===== config.mk =====
export PLATFORM = sky130hd
export DESIGN_NAME = dual_serial_regs
export DESIGN_NICKNAME = d
export VERILOG_FILES = /design/src/rtl/dsr_pkg.sv /design/src/rtl/dsr_chan.sv /design/src/rtl/dsr_irq.sv /design/src/rtl/dual_serial_regs.sv
export SDC_FILE = /design/constraint.sdc
export NUM_CORES = 1
export LEC_CHECK = 0
export CAP_MARGIN = 40
export CORE_ASPECT_RATIO = 0.8
export CORE_MARGIN = 5
export CORE_UTILIZATION = 45
export CTS_CLUSTER_DIAMETER = 200
export CTS_CLUSTER_SIZE = 28
export DETAILED_ROUTE_END_ITERATION = 10
export PLACE_DENSITY_LB_ADDON = 0.2
export SETUP_SLACK_MARGIN = 0.5
export SLEW_MARGIN = 20
export SYNTH_ARGS = -nofsm -noshare
export SYNTH_HDL_FRONTEND = slang
export SYNTH_SLANG_ARGS = --single-unit

===== constraint.sdc =====
create_clock -name clk -period 5 [get_ports clk]
set_clock_uncertainty 0.15 [all_clocks]
set_input_delay 1.5 -clock clk [delete_from_list [all_inputs] [get_ports clk]]
set_output_delay 1.5 -clock clk [all_outputs]
set_load 0.01 [all_outputs]

===== src/rtl/dsr_pkg.sv =====
package dsr_pkg;
  // per-channel offsets within a channel window
  localparam int unsigned CH_STRIDE = 16;
  localparam int unsigned OFS_MODE  = 1;
  localparam int unsigned OFS_STAT  = 3;
  localparam int unsigned OFS_CMD   = 5;
  localparam int unsigned OFS_DATA  = 7;
  // shared registers
  localparam int unsigned ADR_AUX   = 9;
  localparam int unsigned ADR_ISR   = 11;
  localparam int unsigned ADR_MASK  = 13;
  localparam int unsigned ADR_VEC   = 25;
  // status bit positions
  localparam int unsigned SB_RXRDY  = 0;
  localparam int unsigned SB_TXRDY  = 2;
  localparam int unsigned SB_TXEMP  = 3;

  typedef enum logic [1:0] {
    FLD_KEEP = 2'b00,
    FLD_ON   = 2'b01,
    FLD_OFF  = 2'b10,
    FLD_RSV  = 2'b11
  } fld_e;

  function automatic int unsigned isr_tx_bit(input int unsigned ch);
    return 4 * ch;
  endfunction

  function automatic int unsigned isr_rx_bit(input int unsigned ch);
    return 4 * ch + 1;
  endfunction
endpackage


===== src/rtl/dsr_chan.sv =====
module dsr_chan
  import dsr_pkg::*;
#(
  parameter int DW = 8
) (
  input  logic          clk,
  input  logic          rst_n,
  input  logic          cmd_we,
  input  logic          data_we,
  input  logic          data_re,
  input  logic [DW-1:0] wdata,
  input  logic          rx_valid,
  input  logic [DW-1:0] rx_data,
  output logic          rx_ready,
  output logic          tx_valid,
  output logic [DW-1:0] tx_data,
  output logic [7:0]    status,
  output logic [DW-1:0] rx_byte,
  output logic          ev_tx_set,
  output logic          ev_tx_clr,
  output logic          ev_rx_set,
  output logic          ev_rx_clr
);
  fld_e rx_fld, tx_fld;
  logic rx_en, tx_en, full, txrdy, accept, txv_q;
  logic [DW-1:0] rx_buf, tx_q;

  assign rx_fld   = fld_e'(wdata[1:0]);
  assign tx_fld   = fld_e'(wdata[3:2]);
  assign rx_ready = rx_en & ~full;
  assign accept   = rx_valid & rx_ready;

  always_ff @(posedge clk or negedge rst_n) begin
    if (!rst_n) begin
      rx_en <= 1'b0;
      tx_en <= 1'b0;
      txrdy <= 1'b0;
    end else if (cmd_we) begin
      case (rx_fld)
        FLD_ON:  rx_en <= 1'b1;
        FLD_OFF: rx_en <= 1'b0;
        default: ;
      endcase
      case (tx_fld)
        FLD_ON:  begin tx_en <= 1'b1; txrdy <= 1'b1; end
        FLD_OFF: begin tx_en <= 1'b0; txrdy <= 1'b0; end
        default: ;
      endcase
    end
  end

  always_ff @(posedge clk or negedge rst_n) begin
    if (!rst_n) begin
      full   <= 1'b0;
      rx_buf <= '0;
    end else if (accept) begin
      full   <= 1'b1;
      rx_buf <= rx_data;
    end else if (data_re) begin
      full   <= 1'b0;
    end
  end

  always_ff @(posedge clk or negedge rst_n) begin
    if (!rst_n) begin
      txv_q <= 1'b0;
      tx_q  <= '0;
    end else begin
      txv_q <= data_we & tx_en;
      if (data_we & tx_en) tx_q <= wdata;
    end
  end

  assign tx_valid = txv_q;
  assign tx_data  = tx_q;
  assign rx_byte  = rx_buf;

  always_comb begin
    status           = '0;
    status[SB_RXRDY] = full;
    status[SB_TXRDY] = txrdy;
    status[SB_TXEMP] = txrdy;
  end

  assign ev_tx_set = cmd_we & (tx_fld == FLD_ON);
  assign ev_tx_clr = cmd_we & (tx_fld == FLD_OFF);
  assign ev_rx_set = accept;
  assign ev_rx_clr = data_re;

  assert_rx_hold_R4: assert property (@(posedge clk) disable iff (!rst_n)
    (status[SB_RXRDY] && !data_re) |=> ($stable(rx_byte) && status[SB_RXRDY]));

  assert_rx_clear_R5: assert property (@(posedge clk) disable iff (!rst_n)
    (data_re && !rx_valid) |=> !status[SB_RXRDY]);

  assert_tx_pulse_R6: assert property (@(posedge clk) disable iff (!rst_n)
    tx_valid |-> ($past(data_we) && $past(status[SB_TXRDY])));
endmodule


===== src/rtl/dsr_irq.sv =====
module dsr_irq
  import dsr_pkg::*;
#(
  parameter int NCH      = 2,
  parameter int DW       = 8,
  parameter int LVL_W    = 3,
  parameter int IRQ_LVL  = 4
) (
  input  logic             clk,
  input  logic             rst_n,
  input  logic             mask_we,
  input  logic             vec_we,
  input  logic [DW-1:0]    wdata,
  input  logic [NCH-1:0]   tx_set,
  input  logic [NCH-1:0]   tx_clr,
  input  logic [NCH-1:0]   rx_set,
  input  logic [NCH-1:0]   rx_clr,
  output logic [DW-1:0]    isr,
  output logic [DW-1:0]    mask,
  output logic [DW-1:0]    vec,
  output logic             irq,
  output logic [LVL_W-1:0] irq_level
);
  logic [NCH-1:0] txf, rxf;

  for (genvar c = 0; c < NCH; c++) begin : g_flag
    always_ff @(posedge clk or negedge rst_n) begin
      if (!rst_n) begin
        txf[c] <= 1'b0;
        rxf[c] <= 1'b0;
      end else begin
        if (tx_set[c])      txf[c] <= 1'b1;
        else if (tx_clr[c]) txf[c] <= 1'b0;
        if (rx_set[c])      rxf[c] <= 1'b1;
        else if (rx_clr[c]) rxf[c] <= 1'b0;
      end
    end
  end

  always_comb begin
    isr = '0;
    for (int c = 0; c < NCH; c++) begin
      isr[isr_tx_bit(c)] = txf[c];
      isr[isr_rx_bit(c)] = rxf[c];
    end
  end

  always_ff @(posedge clk or negedge rst_n) begin
    if (!rst_n) begin
      mask <= '0;
      vec  <= '0;
    end else begin
      if (mask_we) mask <= wdata;
      if (vec_we)  vec  <= wdata;
    end
  end

  assign irq       = |(isr & mask);
  assign irq_level = irq ? LVL_W'(IRQ_LVL) : '0;

  assert_mask_load_R7: assert property (@(posedge clk) disable iff (!rst_n)
    mask_we |=> (mask == $past(wdata)));
endmodule


===== src/rtl/dual_serial_regs.sv =====
module dual_serial_regs
  import dsr_pkg::*;
#(
  parameter int NCH    = 2,
  parameter int DW     = 8,
  parameter int ADDR_W = 6,
  parameter int LVL_W  = 3
) (
  input  logic              clk,
  input  logic              rst_n,
  input  logic [ADDR_W-1:0] bus_addr,
  input  logic              bus_rd,
  input  logic              bus_wr,
  input  logic [DW-1:0]     bus_wdata,
  output logic [DW-1:0]     bus_rdata,
  input  logic [NCH-1:0]    rx_valid,
  input  logic [NCH*DW-1:0] rx_data,
  output logic [NCH-1:0]    rx_ready,
  output logic [NCH-1:0]    tx_valid,
  output logic [NCH*DW-1:0] tx_data,
  output logic              irq,
  output logic [LVL_W-1:0]  irq_level,
  output logic [DW-1:0]     irq_vector
);
  localparam logic [ADDR_W-1:0] A_ISR  = ADDR_W'(ADR_ISR);
  localparam logic [ADDR_W-1:0] A_MASK = ADDR_W'(ADR_MASK);
  localparam logic [ADDR_W-1:0] A_VEC  = ADDR_W'(ADR_VEC);

  logic [NCH-1:0] cmd_we, data_we, data_re, stat_re;
  logic [NCH-1:0] ev_tx_set, ev_tx_clr, ev_rx_set, ev_rx_clr;
  logic [7:0]     status [NCH];
  logic [DW-1:0]  rx_byte [NCH];
  logic [DW-1:0]  isr, mask, vec;

  for (genvar c = 0; c < NCH; c++) begin : g_ch
    localparam logic [ADDR_W-1:0] A_STAT = ADDR_W'(c * CH_STRIDE + OFS_STAT);
    localparam logic [ADDR_W-1:0] A_CMD  = ADDR_W'(c * CH_STRIDE + OFS_CMD);
    localparam logic [ADDR_W-1:0] A_DATA = ADDR_W'(c * CH_STRIDE + OFS_DATA);

    assign cmd_we[c]  = bus_wr & (bus_addr == A_CMD);
    assign data_we[c] = bus_wr & (bus_addr == A_DATA);
    assign data_re[c] = bus_rd & (bus_addr == A_DATA);
    assign stat_re[c] = bus_rd & (bus_addr == A_STAT);

    dsr_chan #(.DW(DW)) u_chan (
      .clk       (clk),
      .rst_n     (rst_n),
      .cmd_we    (cmd_we[c]),
      .data_we   (data_we[c]),
      .data_re   (data_re[c]),
      .wdata     (bus_wdata),
      .rx_valid  (rx_valid[c]),
      .rx_data   (rx_data[c*DW +: DW]),
      .rx_ready  (rx_ready[c]),
      .tx_valid  (tx_valid[c]),
      .tx_data   (tx_data[c*DW +: DW]),
      .status    (status[c]),
      .rx_byte   (rx_byte[c]),
      .ev_tx_set (ev_tx_set[c]),
      .ev_tx_clr (ev_tx_clr[c]),
      .ev_rx_set (ev_rx_set[c]),
      .ev_rx_clr (ev_rx_clr[c])
    );

    assert_txflag_match_R3: assert property (@(posedge clk) disable iff (!rst_n)
      isr[isr_tx_bit(c)] == status[c][SB_TXRDY]);

    assert_rxflag_match_R4: assert property (@(posedge clk) disable iff (!rst_n)
      isr[isr_rx_bit(c)] == status[c][SB_RXRDY]);
  end

  dsr_irq #(.NCH(NCH), .DW(DW), .LVL_W(LVL_W), .IRQ_LVL(4)) u_irq (
    .clk       (clk),
    .rst_n     (rst_n),
    .mask_we   (bus_wr & (bus_addr == A_MASK)),
    .vec_we    (bus_wr & (bus_addr == A_VEC)),
    .wdata     (bus_wdata),
    .tx_set    (ev_tx_set),
    .tx_clr    (ev_tx_clr),
    .rx_set    (ev_rx_set),
    .rx_clr    (ev_rx_clr),
    .isr       (isr),
    .mask      (mask),
    .vec       (vec),
    .irq       (irq),
    .irq_level (irq_level)
  );

  assign irq_vector = vec;

  always_comb begin
    bus_rdata = '0;
    if (bus_rd) begin
      if (bus_addr == A_ISR)  bus_rdata = isr;
      if (bus_addr == A_MASK) bus_rdata = mask;
      if (bus_addr == A_VEC)  bus_rdata = vec;
      for (int c = 0; c < NCH; c++) begin
        if (stat_re[c]) bus_rdata = DW'(status[c]);
        if (data_re[c]) bus_rdata = rx_byte[c];
      end
    end
  end
endmodule


==> flow_summary.ini <==
[synthesis]
yosysSeqAreaShare_pct = 52.1
cell_count_after_synthesis = 219
most_area_hungry_cell_type_in_the_yosys_netlist = sky130_fd_sc_hd__dfrtp_1
ys_ff_latch = 58
ys.warnings.count = 0
synthFlopType = sky130_fd_sc_hd__dfrtp_1
synth_enable_flop_cells = 0
synth_top_cell_area_share_pct = 52.1
netlist_top_cells_area = sky130_fd_sc_hd__dfrtp_1 (52%), sky130_fd_sc_hd__mux2_2 (19%), sky130_fd_sc_hd__mux2i_1 (2.2%)
ys_types = 42
avgSynthCellArea_um2 = 12.7
synth_async_sr_flop_share_pct = 100
post_synth_instance_area_um2 = 2790

[die]
ios = 76
fp.dieArea_um2 = 7880
floorplan.initialDensity_pct = 46.6
fp-row-count = 25
die_width_um = 98.0
core-area_um2 = 5970
die_height_um = 80.4

[worst_setup_path]
cp_num_buf_inv = 3
cp_slowest_cell = sky130_fd_sc_hd__o311ai_1
end_kind = output pin
path_delay_family = compound AO/OA/AOI/OAI gates
crit_path_launch_type = primary input
critical_path_arrival_ns = 2.81
critical_path.max_stage_delay_ns = 0.35
critical_path_required_ns = 3.35
worst_path_most_repeated_cell = sky130_fd_sc_hd__buf_2
path_class = in2out
worst_path_cell_chain = buf_2 -> nand4bb_2 -> buf_4 -> o311ai_1 -> o22ai_2 -> buf_2
worstPathMaxFanout = 4

[sta]
finalHoldViolCount = 0
fmax_ghz = 0.224
report.final.slew_viol_count = 0
fin_crit_sh_pct = 89.2
slew_headroom_pct = 56.3
post-route-min-period_ns = 4.46
timing.setup.tns_ns = 0
setup_viol_count_final = 0
tightest_slew_ns = 0.656
unrepaired_setup_endpoints_after_global_routing = yes

[pwr]
power.density_nw_per_um2 = 320
p_leak_nw = 1.85
peakVddDrop_mv = 0.170

[layout]
num-nets-final = 359
multi_input_comb_area_um2 = 1380
area_delta_synth_final_pct = 44.6
antennaDiodeCount = 0
seqCellArea_um2 = 1450
layout-drive-gt1-share_pct = 42.2
final.fill_count = 474
utilization_pct = 67.5

[placed_design]
routabilityCongestion = 0.873
dp_hpwl_um = 5370
port_buffers = 73

[routing]
vias = 2204
detail_route.wirelength_um = 7550
detail_route.wl_per_cell_um = 18.6
drt_pre_antenna_iters = 5
drt_iter0_drc = 115
ant_nets = 0
drcViolationCount = 0
vias_per_cell = 5.43

[global_route]
grt.total_usage_pct = 20.0
globalRoute.totalOverflow = 0
wire_length_of_the_first_global_routing_pass_um = 12200
pin_count_of_the_biggest_net_entering_global_routing = 32
vias_in_the_first_global_route = 2394
grt_antenna_before_repair = 0

[cts]
insertion_delay_ns = 0.34
htree_num_levels = 3
clockBufferDepth = 2
tritoncts = done
clkSinkCount = 58
cts_made_buffers = 9
path_clk_slew_ns = 0.06
cts_hold_buffers = 0
cts_root_buf = sky130_fd_sc_hd__clkbuf_8

[run]
max-cap-violations = 0

[hold_path]
hold_class = reg2reg

[run_status]
outcome = finished clean
final timing paths:
path                                           start  slack (ns)  cells after the start                        end
setup reg to reg                        u_irq.isr[5]        3.36                      3  g_ch[1].u_chan.rx_byte[1]
max in group asynchronous                      rst_n        2.81                      2  g_ch[1].u_chan.tx_data[2]
min in group asynchronous                      rst_n        1.03                      1  g_ch[1].u_chan.rx_byte[0]
setup / recovery                         bus_addr[2]        0.54                      6               bus_rdata[5]
hold reg to reg            g_ch[1].u_chan.tx_data[3]        0.35                      1  g_ch[1].u_chan.tx_data[3]
hold / removal             g_ch[1].u_chan.tx_data[3]        0.35                      1  g_ch[1].u_chan.tx_data[3]
metal layers:
layer  GRT usage, %  wire, µm  vias up  share of wire (%)
li1               -         -     1020                  -
met3           5.64       472        7                6.3
met1           25.9      3320     1103                 44
met4           6.09        69        0               0.91
met5              0         0        -                  0
met2           32.8      3680       74                 49
worst reg2reg max path, delay by kind of cell (launching register included):
family           cells  cell delay (ns)
AND/OR/NAND/NOR      2             0.53
flip-flops           1             0.48
multiplexers         1             0.37
Yosys cell counts (2+ instances only):
master,count
sky130_fd_sc_hd__a21oi_1,4
sky130_fd_sc_hd__dfrtp_1,58
sky130_fd_sc_hd__mux2_2,47
sky130_fd_sc_hd__a221oi_1,6
sky130_fd_sc_hd__a2111oi_0,2
sky130_fd_sc_hd__nand2_1,10
sky130_fd_sc_hd__a22o_1,2
sky130_fd_sc_hd__nor2b_1,4
sky130_fd_sc_hd__o21ai_0,7
sky130_fd_sc_hd__ha_1,3
sky130_fd_sc_hd__nand3_1,4
sky130_fd_sc_hd__buf_4,7
sky130_fd_sc_hd__clkbuf_1,2
sky130_fd_sc_hd__o211a_1,2
sky130_fd_sc_hd__nand2_2,2
sky130_fd_sc_hd__and3_1,2
sky130_fd_sc_hd__o311ai_0,3
sky130_fd_sc_hd__buf_2,4
sky130_fd_sc_hd__nor4b_1,2
sky130_fd_sc_hd__inv_1,5
sky130_fd_sc_hd__o22ai_1,5
sky130_fd_sc_hd__o31ai_1,4
sky130_fd_sc_hd__a22oi_1,4
sky130_fd_sc_hd__nand3b_1,3
sky130_fd_sc_hd__mux2i_1,6
sky130_fd_sc_hd__nand2b_1,5
cells by family after synthesis:
| logic type | Yosys count | share of synthesized area, % |
|---|---|---|
| adder cells (fa/ha/maj) | 3 | 1.35 |
| other | 1 | 0.135 |
| flip-flops | 58 | 52.1 |
| AND/OR/NAND/NOR | 44 | 10.8 |
| buffers and inverters | 19 | 3.68 |
| AO/OA/AOI/OAI | 40 | 10.4 |
| multiplexers | 54 | 21.6 |
cell usage in the layout (no fill, tap or decap), types with 3 or more instances in the layout:
cell type	n
sky130_fd_sc_hd__nor2b_1	4
sky130_fd_sc_hd__nand2_1	10
sky130_fd_sc_hd__o21ai_0	7
sky130_fd_sc_hd__clkinvlp_4	3
sky130_fd_sc_hd__ha_1	3
sky130_fd_sc_hd__o31ai_1	4
sky130_fd_sc_hd__o22ai_2	3
sky130_fd_sc_hd__nand2b_1	5
sky130_fd_sc_hd__clkdlybuf4s50_1	58
sky130_fd_sc_hd__inv_1	5
sky130_fd_sc_hd__buf_6	3
sky130_fd_sc_hd__mux2_2	47
sky130_fd_sc_hd__buf_2	13
sky130_fd_sc_hd__a221oi_2	6
sky130_fd_sc_hd__clkbuf_8	10
sky130_fd_sc_hd__buf_4	27
sky130_fd_sc_hd__mux2i_1	6
sky130_fd_sc_hd__nand3b_1	3
sky130_fd_sc_hd__dfrtp_1	58
repair_timing:
item                                    CTS  global route
pin swaps                                11             8
gates resized for setup                  78            15
endpoints found under the hold margin     0             0
endpoints found under the setup margin    8             7
setup buffers                             5             3
registers in the layout, indices dropped and copies added (netlist names):
register              flops
g_ch.u_chan.rx_byte      16
g_ch.u_chan.rx_en         2
g_ch.u_chan.tx_data      16
g_ch.u_chan.tx_en         2
g_ch.u_chan.tx_valid      2
u_irq.isr                 4
u_irq.mask                8
u_irq.vec                 8
per-stage QoR:
step           setup slack, ns  instances  power (mW)  hold WS (ns)  cell area (µm²)
2_1_floorplan            0.602        220       0.757         0.316             2790
3_3_place_gp            -0.254        382       0.881         0.329             3700
3_5_place_dp            -0.321        382       0.889         0.340             3700
4_1_cts                  0.481        403        1.29         0.354             3950
5_1_grt                  0.472        406        1.36         0.373             4030
6_report                 0.540        406        1.29         0.351             4030
report_power, final:
part	internal (mW)	switching (mW)	total, mW
Clock	0.193	0.196	0.389
Combinational	0.156	0.104	0.260
Sequential	0.561	0.0786	0.639
final cells by class:
cell class	instances	share of cell area, %
clock buffers	10	3.42
clock inverters	6	1.02
flip-flops and latches	58	36.0
well taps	81	2.51
repair buffers	103	22.4
inverters	5	0.466
multi-input cells	143	34.2
(Power assumes the default switching activity.)
